`config.mk`:
```
export PLATFORM = sky130hd
export DESIGN_NAME = mdio_mgmt_master
export DESIGN_NICKNAME = d
export VERILOG_FILES = /design/src/rtl/mdio_pkg.sv /design/src/rtl/mdio_clkgen.sv /design/src/rtl/mdio_frame_engine.sv /design/src/rtl/mdio_mgmt_master.sv
export SDC_FILE = /design/constraint.sdc
export NUM_CORES = 1
export LEC_CHECK = 0
export BUFFER_PORTS_ARGS = -buffer_cell sky130_fd_sc_hd__buf_2
export CORE_UTILIZATION = 50
export DETAILED_ROUTE_END_ITERATION = 10
export PLACE_DENSITY = 0.77
export SETUP_SLACK_MARGIN = 0.05
export SLEW_MARGIN = 20
export SYNTH_ARGS = -nofsm -noshare
export SYNTH_HDL_FRONTEND = slang
export SYNTH_HIERARCHICAL = 1
export SYNTH_SLANG_ARGS = --single-unit
```
`constraint.sdc`:
```
create_clock -name clk -period 8.5 [get_ports clk]
set_clock_uncertainty 0.1 [all_clocks]
set_input_delay 1.7 -clock clk [delete_from_list [all_inputs] [get_ports clk]]
set_output_delay 1.7 -clock clk [all_outputs]
set_load 0.05 [all_outputs]
```
`src/rtl/mdio_pkg.sv`:
```
package mdio_pkg;
  localparam int FRAME_BITS = 64;
  localparam int TA_POS     = 46;
  localparam int DATA_POS   = 48;
  localparam int CMD_GO     = 31;
  localparam int CMD_WR     = 30;
  localparam int CFG_IDLE   = 31;
  localparam int CFG_EN     = 30;

  typedef struct packed {
    logic        wr;
    logic [4:0]  regad;
    logic [4:0]  phy;
    logic [15:0] data;
  } mdio_cmd_t;

  // Whole frame, first bit on the wire in bit 63.
  function automatic logic [FRAME_BITS-1:0] frame_word(mdio_cmd_t c);
    logic [1:0] op;
    logic [1:0] ta;
    op = c.wr ? 2'b01 : 2'b10;
    ta = c.wr ? 2'b10 : 2'b00;
    return {32'hFFFF_FFFF, 2'b01, op, c.phy, c.regad, ta,
            (c.wr ? c.data : 16'h0000)};
  endfunction

  // Clock cycles per MDC half period.
  function automatic logic [31:0] half_cycles(logic [31:0] div, logic [31:0] base);
    return (div + 32'd1) * base;
  endfunction
endpackage

```
`src/rtl/mdio_clkgen.sv`:
```
module mdio_clkgen
  import mdio_pkg::*;
#(
  parameter int DIV_W     = 8,
  parameter int HALF_BASE = 1
) (
  input  logic             clk,
  input  logic             rst_n,
  input  logic             active,
  input  logic             en,
  input  logic [DIV_W-1:0] div,
  output logic             mdc,
  output logic             rise_tick,
  output logic             fall_tick
);
  localparam int CNT_W = DIV_W + $clog2(HALF_BASE + 1) + 1;

  logic [CNT_W-1:0] cnt;
  logic [CNT_W-1:0] limit;
  logic             tick;

  always_comb begin
    limit = CNT_W'(half_cycles(32'(div), 32'(HALF_BASE)) - 32'd1);
    tick  = active && en && (cnt == limit);
  end

  assign rise_tick = tick && !mdc;
  assign fall_tick = tick && mdc;

  always_ff @(posedge clk or negedge rst_n) begin
    if (!rst_n) begin
      cnt <= '0;
      mdc <= 1'b0;
    end else if (!active) begin
      cnt <= '0;
      mdc <= 1'b0;
    end else if (en) begin
      if (tick) begin
        cnt <= '0;
        mdc <= !mdc;
      end else begin
        cnt <= cnt + 1'b1;
      end
    end
  end
endmodule

```
`src/rtl/mdio_frame_engine.sv`:
```
module mdio_frame_engine
  import mdio_pkg::*;
(
  input  logic        clk,
  input  logic        rst_n,
  input  logic        start,
  input  mdio_cmd_t   cmd,
  input  logic        rise_tick,
  input  logic        fall_tick,
  input  logic        mdio_i,
  output logic        active,
  output logic        done,
  output logic [15:0] rd_data,
  output logic        mdio_o,
  output logic        mdio_oe
);
  localparam int IDX_W = $clog2(FRAME_BITS);

  logic [FRAME_BITS-1:0] sreg;
  logic [IDX_W-1:0]      idx;
  logic                  is_wr;
  logic                  last_bit;

  assign last_bit = (idx == IDX_W'(FRAME_BITS - 1));
  assign done     = active && fall_tick && last_bit;
  assign mdio_o   = active ? sreg[FRAME_BITS-1] : 1'b1;
  assign mdio_oe  = active && (is_wr || (idx < IDX_W'(TA_POS)));

  always_ff @(posedge clk or negedge rst_n) begin
    if (!rst_n) begin
      sreg    <= '0;
      idx     <= '0;
      is_wr   <= 1'b0;
      active  <= 1'b0;
      rd_data <= '0;
    end else if (start && !active) begin
      sreg   <= frame_word(cmd);
      idx    <= '0;
      is_wr  <= cmd.wr;
      active <= 1'b1;
    end else if (active) begin
      if (rise_tick && !is_wr && (idx >= IDX_W'(DATA_POS)))
        rd_data <= {rd_data[14:0], mdio_i};
      if (fall_tick) begin
        if (last_bit) begin
          active <= 1'b0;
        end else begin
          idx  <= idx + 1'b1;
          sreg <= {sreg[FRAME_BITS-2:0], 1'b0};
        end
      end
    end
  end
endmodule

```
`src/rtl/mdio_mgmt_master.sv`:
```
module mdio_mgmt_master
  import mdio_pkg::*;
#(
  parameter int DIV_W     = 8,
  parameter int HALF_BASE = 1
) (
  input  logic        clk,
  input  logic        rst_n,
  input  logic        reg_wr,
  input  logic        reg_sel,
  input  logic [31:0] reg_wdata,
  output logic [31:0] reg_rdata,
  output logic        mdc,
  output logic        mdio_o,
  output logic        mdio_oe,
  input  logic        mdio_i
);
  localparam int CFG_PAD = 30 - DIV_W;

  logic             cfg_en;
  logic [DIV_W-1:0] cfg_div;
  mdio_cmd_t        cmd_q;
  mdio_cmd_t        cmd_new;

  // Named events for the checker.
  logic        eng_active;
  logic        cmd_wr_evt;
  logic        start_evt;
  logic        done_evt;
  logic        rise_evt;
  logic        fall_evt;
  logic [15:0] eng_rdata;

  assign cmd_new    = mdio_cmd_t'({reg_wdata[CMD_WR], reg_wdata[25:0]});
  assign cmd_wr_evt = reg_wr && reg_sel;
  assign start_evt  = cmd_wr_evt && reg_wdata[CMD_GO] && !eng_active;

  always_ff @(posedge clk or negedge rst_n) begin
    if (!rst_n) begin
      cfg_en  <= 1'b0;
      cfg_div <= '0;
      cmd_q   <= '0;
    end else begin
      if (reg_wr && !reg_sel) begin
        cfg_en  <= reg_wdata[CFG_EN];
        cfg_div <= reg_wdata[DIV_W-1:0];
      end
      if (cmd_wr_evt && !eng_active)
        cmd_q <= cmd_new;
      else if (done_evt && !cmd_q.wr)
        cmd_q.data <= eng_rdata;
    end
  end

  always_comb begin
    if (reg_sel)
      reg_rdata = {eng_active, cmd_q.wr, 4'b0000, cmd_q.regad, cmd_q.phy, cmd_q.data};
    else
      reg_rdata = {!eng_active, cfg_en, {CFG_PAD{1'b0}}, cfg_div};
  end

  mdio_clkgen #(.DIV_W(DIV_W), .HALF_BASE(HALF_BASE)) u_clkgen (
    .clk       (clk),
    .rst_n     (rst_n),
    .active    (eng_active),
    .en        (cfg_en),
    .div       (cfg_div),
    .mdc       (mdc),
    .rise_tick (rise_evt),
    .fall_tick (fall_evt)
  );

  mdio_frame_engine u_engine (
    .clk       (clk),
    .rst_n     (rst_n),
    .start     (start_evt),
    .cmd       (cmd_new),
    .rise_tick (rise_evt),
    .fall_tick (fall_evt),
    .mdio_i    (mdio_i),
    .active    (eng_active),
    .done      (done_evt),
    .rd_data   (eng_rdata),
    .mdio_o    (mdio_o),
    .mdio_oe   (mdio_oe)
  );
endmodule

```
==> flow_metrics.py, run 1 <==
metrics = {
    "status": {
        "status": "finished clean",
    },
    "power": {
        "p_int_uw": 1386,
        "comb_power_share_pct": 22.5,
        "max-vdd-ir-drop_v": 0.0001853,
        "swShare_pct": 31.57,
        "power_density_mw_per_mm2": 267.7,
        "total_power_uw": 2025,
        "p_leak_uw": 0.003386,
        "p_sw_uw": 639.4,
        "clkPwrFrac_pct": 34.1,
        "pwr-share-seq_pct": 43.4,
    },
    "placement": {
        "placedInstanceArea_mm2": 0.007005,
        "dp_hpwl_um": 8880,
        "io_buffers": 63,
        "gp_congestion": 0.8195,
    },
    "timing": {
        "post-route-period-util_pct": 53.87,
        "hold_violations": 0,
        "fin_tns_setup_ns": 0,
        "finalSetupViolations": 0,
        "worstMarginPinSlew_ns": 1.104,
        "min_period_ns": 4.579,
        "clock.fmax_mhz": 218.4,
        "rsz0062_at_grt": "false",
        "maxSlewHeadroom_pct": 26.40,
        "drv_slew": 0,
    },
    "yosys": {
        "synth_compound_area_share_pct": 15.97,
        "synth_ff_type": "dfrtp_1",
        "synth_xor_area_share_pct": 2.225,
        "synthSimpleGateAreaFrac_pct": 14.23,
        "seq_area_frac_synth_pct": 50.49,
        "synthTopCellsByArea": "dfrtp_1 50%, mux2_2 5.2%, o211ai_1 4.3%",
        "async_flop_share_pct": 100.0,
        "ys_seq_elements": 135,
        "synth_area_mm2": 0.006691,
        "yosysWarnings": 6,
        "synth_cells": 613,
        "synth.area.mux_share_pct": 11.80,
        "synth_area_leader_cell": "dfrtp_1",
        "netlist-cell-type-count": 54,
        "synth_top_area_share_pct": 50.49,
        "synth_fa_ha_area_share_pct": 0.3740,
        "synth_edf_count": 0,
        "synth_top_family_by_area": "compound AO/OA/AOI/OAI gates",
        "avgSynthCellArea_um2": 10.92,
    },
    "clocking": {
        "clock_path_buffers": 2,
        "clock_latency_ns": 0.41,
        "postCtsSetupBuffers": 0,
        "cts_buffers": 17,
        "h-tree-depth": 4,
        "hold_buffers": 0,
        "numClockSinks": 135,
        "cts_resized": 0,
        "cts_root_buf": "clkbuf_16",
        "path_clk_slew_ns": 0.05,
        "cts_tree": "yes",
    },
    "critical_path": {
        "r2r_setup_slack_ns": 4.23,
        "cp.required_ns": 6.70,
        "critPathArrivalTime_ns": 2.78,
        "crit_buf_inv": 2,
        "end_kind": "primary output",
        "cpMaxStageDelayCell": "buf_2",
        "crit_fanout": 30,
        "critical_path.cell_chain": "buf_2 > mux2_2 > buf_2",
        "cp_common_cell": "buf_2",
        "path_delay_family": "buffers and inverters",
        "crit_type": "input port to primary output",
        "max_stage_delay_ns": 0.45,
        "critPathLaunchType": "input port",
    },
    "global_routing": {
        "grt_pass1_wl_um": 24380,
        "grt_overflow": 0,
        "first_global_vias": 4798,
        "grt_util_all_layers_pct": 21.95,
        "grt_start_max_net_pins": 81,
        "antenna_found_initial": 0,
    },
    "floorplan": {
        "die_x_um": 117.7,
        "core_mm2": 0.01282,
        "die_h_um": 117.7,
        "design.die.area_mm2": 0.01385,
        "start_util_pct": 52.18,
        "rows": 41,
        "io_pins": 72,
    },
    "routing": {
        "antenna_left": 0,
        "num_vias": 4923,
        "drtPass1Iterations": 5,
        "wl_um": 14490,
        "drtIter0Drc": 422,
        "drc_errors": 0,
        "wl_per_cell_um": 17.40,
        "via_per_inst": 5.910,
    },
    "final_layout": {
        "fin_area_mm2": 0.007565,
        "layout-drive-gt1-share_pct": 23.60,
        "num_antenna_cells": 0,
        "area_growth_pct": 13.05,
        "nNetsFinal": 688,
        "fillers": 1039,
    },
    "min_path": {
        "hold_class": "flip-flop to flip-flop",
    },
    "flow_run": {
        "cap_viol_max_count": 0,
    },
}
==> synthesized netlist by cell type, drive strengths merged, types with 2 or more instances <==
master	count
mux2	47
xor2	8
and2	34
clkbuf	30
inv	4
dfrtp	135
a221o	25
ha	2
buf	27
mux2i	20
a21oi	20
a2bb2oi	2
o211ai	38
nor2b	2
nand4b	3
nand2	19
nor2	62
nand4	5
o21ai	39
xnor2	9
and3	15
nand3	25
nor3	3
nand2b	6
o2bb2ai	14
==> cells by family after synthesis <==
logic type,after synthesis
buf+inv,61
xor+xnor,17
flops,135
mux,67
fa+ha+maj,2
compound gates,147
other cells,1
simple gates,183
==> area by class of cell <==
class	instances	area (um^2)	share of cell area, %
Sequential cell	135	3378	44.66
Multi-Input combinational cell	420	3019	39.91
Clock buffer	22	484.2	6.401
Timing Repair Buffer	71	377.9	4.995
Tap cell	172	215.2	2.845
Clock inverter	9	75.07	0.9924
Inverter	4	15.01	0.1985
==> per-layer routing <==
layer / GRT usage, % / share of wire (%) / vias up
met5: 0 / 0 / -
met4: 8.574 / 1.4 / 0
met3: 5.136 / 4.4 / 24
met2: 33.79 / 48 / 151
met1: 30.04 / 46 / 2465
li1: - / - / 2283
==> final timing paths <==
check | from | end | cells after the start
min in group asynchronous | rst_n | u_engine/sreg[56] | 1
setup / recovery | reg_sel | reg_rdata[30] | 3
hold / removal | cmd_q[23] | cmd_q[23] | 1
hold reg to reg | cmd_q[23] | cmd_q[23] | 1
setup reg to reg | u_engine/active | cmd_q[3] | 10
max in group asynchronous | rst_n | cmd_q[8] | 2
==> power groups by stage <==
stage / clock network (uW) / registers, uW / logic (uW)
2_1_floorplan: 0 / 847 / 374
3_3_place_gp: 0 / 879 / 442
4_1_cts: 703 / 877 / 457
3_5_place_dp: 0 / 883 / 455
5_1_grt: 731 / 896 / 490
6_report: 691 / 879 / 455
==> placed cells by master, fill, tap and decap left out, types with 3 or more instances in the layout <==
master     instances
mux2_4            16
nand4_1            5
mux2_2            31
and3_1            15
and2_1            34
xnor2_1            9
nand3_1           24
inv_1              3
clkbuf_16         17
clkinv_2           6
nand2_1           19
buf_4              9
nor2_1            62
o21ai_0           38
xor2_1             8
dfrtp_1          135
buf_2             62
nand2b_1           5
o211ai_1          38
clkbuf_8           4
o2bb2ai_1         14
mux2i_1           20
nand4b_1           3
nor3_1             3
a221o_1           25
a21oi_1           19
conb_1             4
==> through the flow <==
stage	util [%]	worst slack [ns]	std cells	hold WS, ns
after floorplan	-	4.013	616	0.3640
after global placement	54.62	3.729	802	0.3805
after detailed placement	54.62	3.631	802	0.3851
after CTS	58.99	3.917	833	0.4022
after global routing	58.99	3.798	833	0.4083
final	58.99	3.921	833	0.3968
==> flip-flops by register name, indices dropped and copies added (netlist names) <==
register          count
u_engine/idx          6
u_engine/rd_data     16
u_engine/active       1
u_engine/is_wr        1
cmd_q                27
u_clkgen/mdc          1
cfg_div               8
u_clkgen/cnt         10
cfg_en                1
u_engine/sreg        64
Note: power is estimated with default switching activity, not from simulation.
==> inputs of run 2 (changes only) <==
clock period = 4.5 ns   (was 8.5 ns; I/O delays follow)
==> run 2 against run 1 <==
Clock-buffer cell count shrank 1. Power is 96% higher. Clock power grew 110%. Largest cell class unchanged. Highest routed layer unchanged.
==> flow_metrics.py, run 2 (synthesized netlist as in run 1, its figures left out) <==
metrics = {
    "final_layout": {
        "regMostFlops": "u_engine/sreg",
        "largest_register_ffs": 64,
        "seq_area_mm2": 0.003378,
        "fin_area_mm2": 0.007660,
        "layout_commonest_cell": "dfrtp_1",
        "area_growth_pct": 14.47,
        "layout-drive-gt1-share_pct": 24.21,
        "nNetsFinal": 691,
        "final_cell_mix": "135 x dfrtp_1, 62 x nor2_1, 62 x buf_2, 38 x o21ai_0, 38 x o211ai_1",
        "largest_registers": "u_engine/sreg (64), cmd_q (27), u_engine/rd_data (16)",
        "fillers": 1099,
        "multi_input_area_mm2": 0.003022,
        "num_antenna_cells": 0,
        "fin_cells": 837,
    },
    "power": {
        "power_density_mw_per_mm2": 517.7,
        "p_leak_uw": 0.003427,
        "max-vdd-ir-drop_v": 0.0003371,
    },
    "routing": {
        "drtPass1Iterations": 5,
        "wl_um": 15180,
        "num_vias": 5014,
        "via_per_inst": 5.990,
        "drtIter0Drc": 499,
        "antenna_left": 0,
        "wl_per_cell_um": 18.14,
        "drc_errors": 0,
    },
    "timing": {
        "finalSetupViolations": 0,
        "hold_violations": 0,
        "setup_ws_ns": 0.8994,
        "drv_slew": 0,
        "worstMarginPinSlew_ns": 0.9779,
        "fin_tns_setup_ns": 0,
        "post-route-period-util_pct": 80.01,
        "min_period_ns": 3.601,
        "rsz0062_at_grt": "false",
        "clock.fmax_mhz": 277.7,
        "maxSlewHeadroom_pct": 34.80,
    },
    "placement": {
        "io_buffers": 63,
        "detailedPlace.worstSlack_ns": 0.7139,
        "placedInstanceArea_mm2": 0.007041,
        "gp_congestion": 0.8254,
        "dp.cells": 805,
        "dp_hpwl_um": 9305,
    },
    "clocking": {
        "numClockSinks": 135,
        "path_clk_slew_ns": 0.06,
        "clock_path_buffers": 2,
        "postCtsSetupBuffers": 0,
        "clock_latency_ns": 0.42,
        "hold_buffers": 0,
        "cts_resized": 0,
        "h-tree-depth": 4,
        "cts_root_buf": "clkbuf_16",
        "cts_tree": "yes",
        "cts_buffers": 17,
    },
    "critical_path": {
        "crit_type": "flip-flop to flip-flop",
        "r2r_setup_slack_ns": 0.90,
        "cp.required_ns": 4.68,
        "end_kind": "flip-flop",
        "critPathLaunchType": "flip-flop",
        "critPathArrivalTime_ns": 3.78,
        "crit_fanout": 17,
    },
    "min_path": {
        "hold_class": "flip-flop to flip-flop",
    },
    "floorplan": {
        "die_h_um": 117.7,
        "design.die.area_mm2": 0.01385,
        "start_util_pct": 52.18,
        "io_pins": 72,
        "rows": 41,
        "die_x_um": 117.7,
        "core_mm2": 0.01282,
    },
    "global_routing": {
        "grt_overflow": 0,
        "first_global_vias": 5024,
        "antenna_found_initial": 0,
        "grt_start_max_net_pins": 72,
        "grt_pass1_wl_um": 25410,
        "grt_util_all_layers_pct": 22.98,
    },
    "status": {
        "status": "finished clean",
    },
    "flow_run": {
        "cap_viol_max_count": 0,
    },
}
==> run 2: metal layers <==
| metal | track usage [%] | routed length [um] | vias to the layer above |
|---|---|---|---|
| met5 | 0 | 0 | - |
| met3 | 5.039 | 847 | 39 |
| met4 | 8.574 | 318 | 0 |
| li1 | - | - | 2295 |
| met1 | 31.15 | 6653 | 2490 |
| met2 | 36.18 | 7362 | 190 |
==> run 2: worst paths after layout <==
check                               endpoint  startpoint  depth (start not counted)
max                                 cmd_q[5]      cfg_en                         10
min                                cmd_q[19]   cmd_q[19]                          1
max reg2reg                         cmd_q[5]      cfg_en                         10
min reg2reg                        cmd_q[19]   cmd_q[19]                          1
max in group asynchronous   u_engine/sreg[6]       rst_n                          2
min in group asynchronous  u_engine/sreg[49]       rst_n                          1
==> run 2: worst max-delay path, cell delays in order (launching register included) <==
cell	delay, ns
dfrtp_1	0.49
and4bb_1	0.29
nand2b_2	0.10
or4_4	0.50
nor2_1	0.35
nand2_1	0.19
buf_4	0.25
nor3_1	0.37
nand2b_2	0.44
mux2i_1	0.30
a21oi_1	0.09
==> run 2: area by class of cell <==
type | count | share of cell area (%)
Sequential cell | 135 | 44.10
Multi-Input combinational cell | 420 | 39.45
Timing Repair Buffer | 74 | 5.390
Clock buffer | 21 | 6.142
Tap cell | 172 | 2.810
Inverter | 4 | 0.1960
Clock inverter | 11 | 1.911
==> run 2: through the flow <==
| stage | utilization [%] | power (uW) | hold slack (ns) |
|---|---|---|---|
| floorplan | - | 2306 | 0.3640 |
| global placement | 54.90 | 2500 | 0.3806 |
| detailed placement | 54.90 | 2539 | 0.3847 |
| CTS | 59.71 | 3991 | 0.4000 |
| global route | 59.73 | 4138 | 0.4232 |
| finish | 59.73 | 3966 | 0.3976 |
==> run 2: power breakdown <==
part           switching (uW)  internal (uW)  leakage (uW)  total, uW
logic                     508            354       0.00156        862
clock network             518            916      0.000299       1430
registers                 212           1460       0.00157       1670
total                    1240           2730       0.00343       3970
==> inputs of run 3 (changes only) <==
PLACE_DENSITY = 0.79   (was 0.77)
clock period = 2.95 ns   (was 4.5 ns; I/O delays follow)
==> run 3 against run 2 <==
Wire length is 2.4% lower. Critical endpoint is now u_engine/rd_data[6]. Clock-buffer cell count is 2 lower. Cell area is 0.77% higher. Critical path type unchanged. Hold slack worse by 0.36 ns.
==> flow_metrics.py, run 3 (synthesized netlist as in run 1, its figures left out) <==
metrics = {
    "routing": {
        "wl_um": 14820,
        "drc_errors": 0,
        "wl_per_cell_um": 17.47,
        "num_vias": 5008,
        "drtIter0Drc": 405,
        "via_per_inst": 5.906,
        "drtPass1Iterations": 5,
        "antenna_left": 0,
    },
    "critical_path": {
        "crit_type": "flip-flop to flip-flop",
        "critPathLaunchType": "flip-flop",
        "end_kind": "flip-flop",
        "critPathArrivalTime_ns": 2.88,
        "worstSetupStartpoint": "u_clkgen/cnt[3]",
        "rr_startpoint": "u_clkgen/cnt[3]",
        "cp.required_ns": 3.15,
        "crit_fanout": 16,
    },
    "timing": {
        "holdWs_ns": 0.03802,
        "post-route-period-util_pct": 90.86,
        "clock.fmax_mhz": 373.1,
        "maxSlewHeadroom_pct": 56.12,
        "hold_violations": 0,
        "drv_slew": 0,
        "rsz0062_at_grt": "false",
        "min_period_ns": 2.680,
        "fin_tns_setup_ns": 0,
        "finalSetupViolations": 0,
        "worstMarginPinSlew_ns": 0.6583,
    },
    "final_layout": {
        "num_antenna_cells": 0,
        "final_cell_mix": "134 x dfrtp_1, 62 x buf_2, 61 x nor2_1, 38 x o21ai_0, 38 x o211ai_1",
        "layout-drive-gt1-share_pct": 26.04,
        "nNetsFinal": 702,
        "regMostFlops": "u_engine/sreg",
        "final_util_pct": 60.19,
        "largest_registers": "u_engine/sreg (64), cmd_q (27), u_engine/rd_data (16)",
        "layout_commonest_cell": "dfrtp_1",
        "largest_register_ffs": 64,
        "fin_cells": 848,
        "fillers": 1018,
        "area_growth_pct": 15.35,
    },
    "clocking": {
        "numClockSinks": 135,
        "path_clk_slew_ns": 0.06,
        "cts_buffers": 17,
        "clock_path_buffers": 2,
        "h-tree-depth": 4,
        "cts_root_buf": "clkbuf_16",
        "cts_tree": "yes",
        "clock_latency_ns": 0.42,
    },
    "floorplan": {
        "rows": 41,
        "die_x_um": 117.7,
        "io_pins": 72,
        "core_mm2": 0.01282,
        "die_h_um": 117.7,
        "design.die.area_mm2": 0.01385,
        "start_util_pct": 52.18,
    },
    "flow_run": {
        "cap_viol_max_count": 0,
    },
    "placement": {
        "dp.cells": 815,
        "gp_congestion": 0.8264,
        "dp_hpwl_um": 9370,
        "io_buffers": 63,
    },
    "power": {
        "total_power_uw": 5865,
        "power_density_mw_per_mm2": 759.9,
        "p_leak_uw": 0.003450,
        "max-vdd-ir-drop_v": 0.0005480,
    },
    "global_routing": {
        "grt_pass1_wl_um": 25300,
        "grt_overflow": 0,
        "first_global_vias": 5033,
        "grt_start_max_net_pins": 53,
        "grt_util_all_layers_pct": 22.56,
        "antenna_found_initial": 0,
    },
    "status": {
        "status": "finished clean",
    },
    "min_path": {
        "hold_class": "input port to asynchronous set/reset pin",
    },
}
## run 3: worst paths after layout
kind / to / slack (ns) / cells after the start
setup / recovery: u_engine/rd_data[6] / 0.27 / 8
hold / removal: cmd_q[19] / 0.04 / 1
setup reg to reg: u_engine/rd_data[6] / 0.27 / 8
hold reg to reg: cmd_q[23] / 0.40 / 1
max in group asynchronous: u_engine/rd_data[6] / 2.01 / 2
min in group clk: u_engine/rd_data[0] / 0.31 / 2
## run 3: worst max-delay path: stages (launching register included)
cell and delay (ns):
dfrtp_1 0.43, xor2_1 0.19, nand2b_2 0.21, or4_4 0.52, nor2_1 0.10, nand3_1 0.07
or3_1 0.35, buf_4 0.24, mux2_4 0.33
## run 3: metal layers
metal  vias to the layer above  wire, um  GRT usage, %
met5                         -         0             0
met4                         0       274         8.093
met3                        27       754         5.717
met2                       178      7239         36.32
met1                      2483      6548         29.48
li1                       2320         -             -
## run 3: through the flow
stage | area [um^2] | worst slack (ns)
floorplan | 6709 | 0.06191
global placement | 7147 | 0.2985
detailed placement | 7147 | 0.2442
CTS | 7706 | 0.1813
global route | 7719 | 0.1294
finish | 7719 | 0.2697
## run 3: area by class of cell
cell class                 count  area [um^2]  area share [%]
inverter                       4        15.01          0.1945
clock buffer                  19        452.9           5.868
timing repair buffer          85        520.5           6.743
sequential                   135         3379           43.78
multi-input combinational    420         3029           39.24
tap                          172        215.2           2.788
clock inverter                13        106.4           1.378
## run 3: where the power goes
part | internal (uW) | total, uW | switching (uW)
sequential | 2230 | 2510 | 285
combinational | 554 | 1370 | 815
clock | 1190 | 1990 | 794
## run 3: what timing repair did
action	4_1_cts	5_1_grt
setup endpoints to repair	0	16
hold buffers	0	0
buffers inserted	0	1
resized for setup	0	1
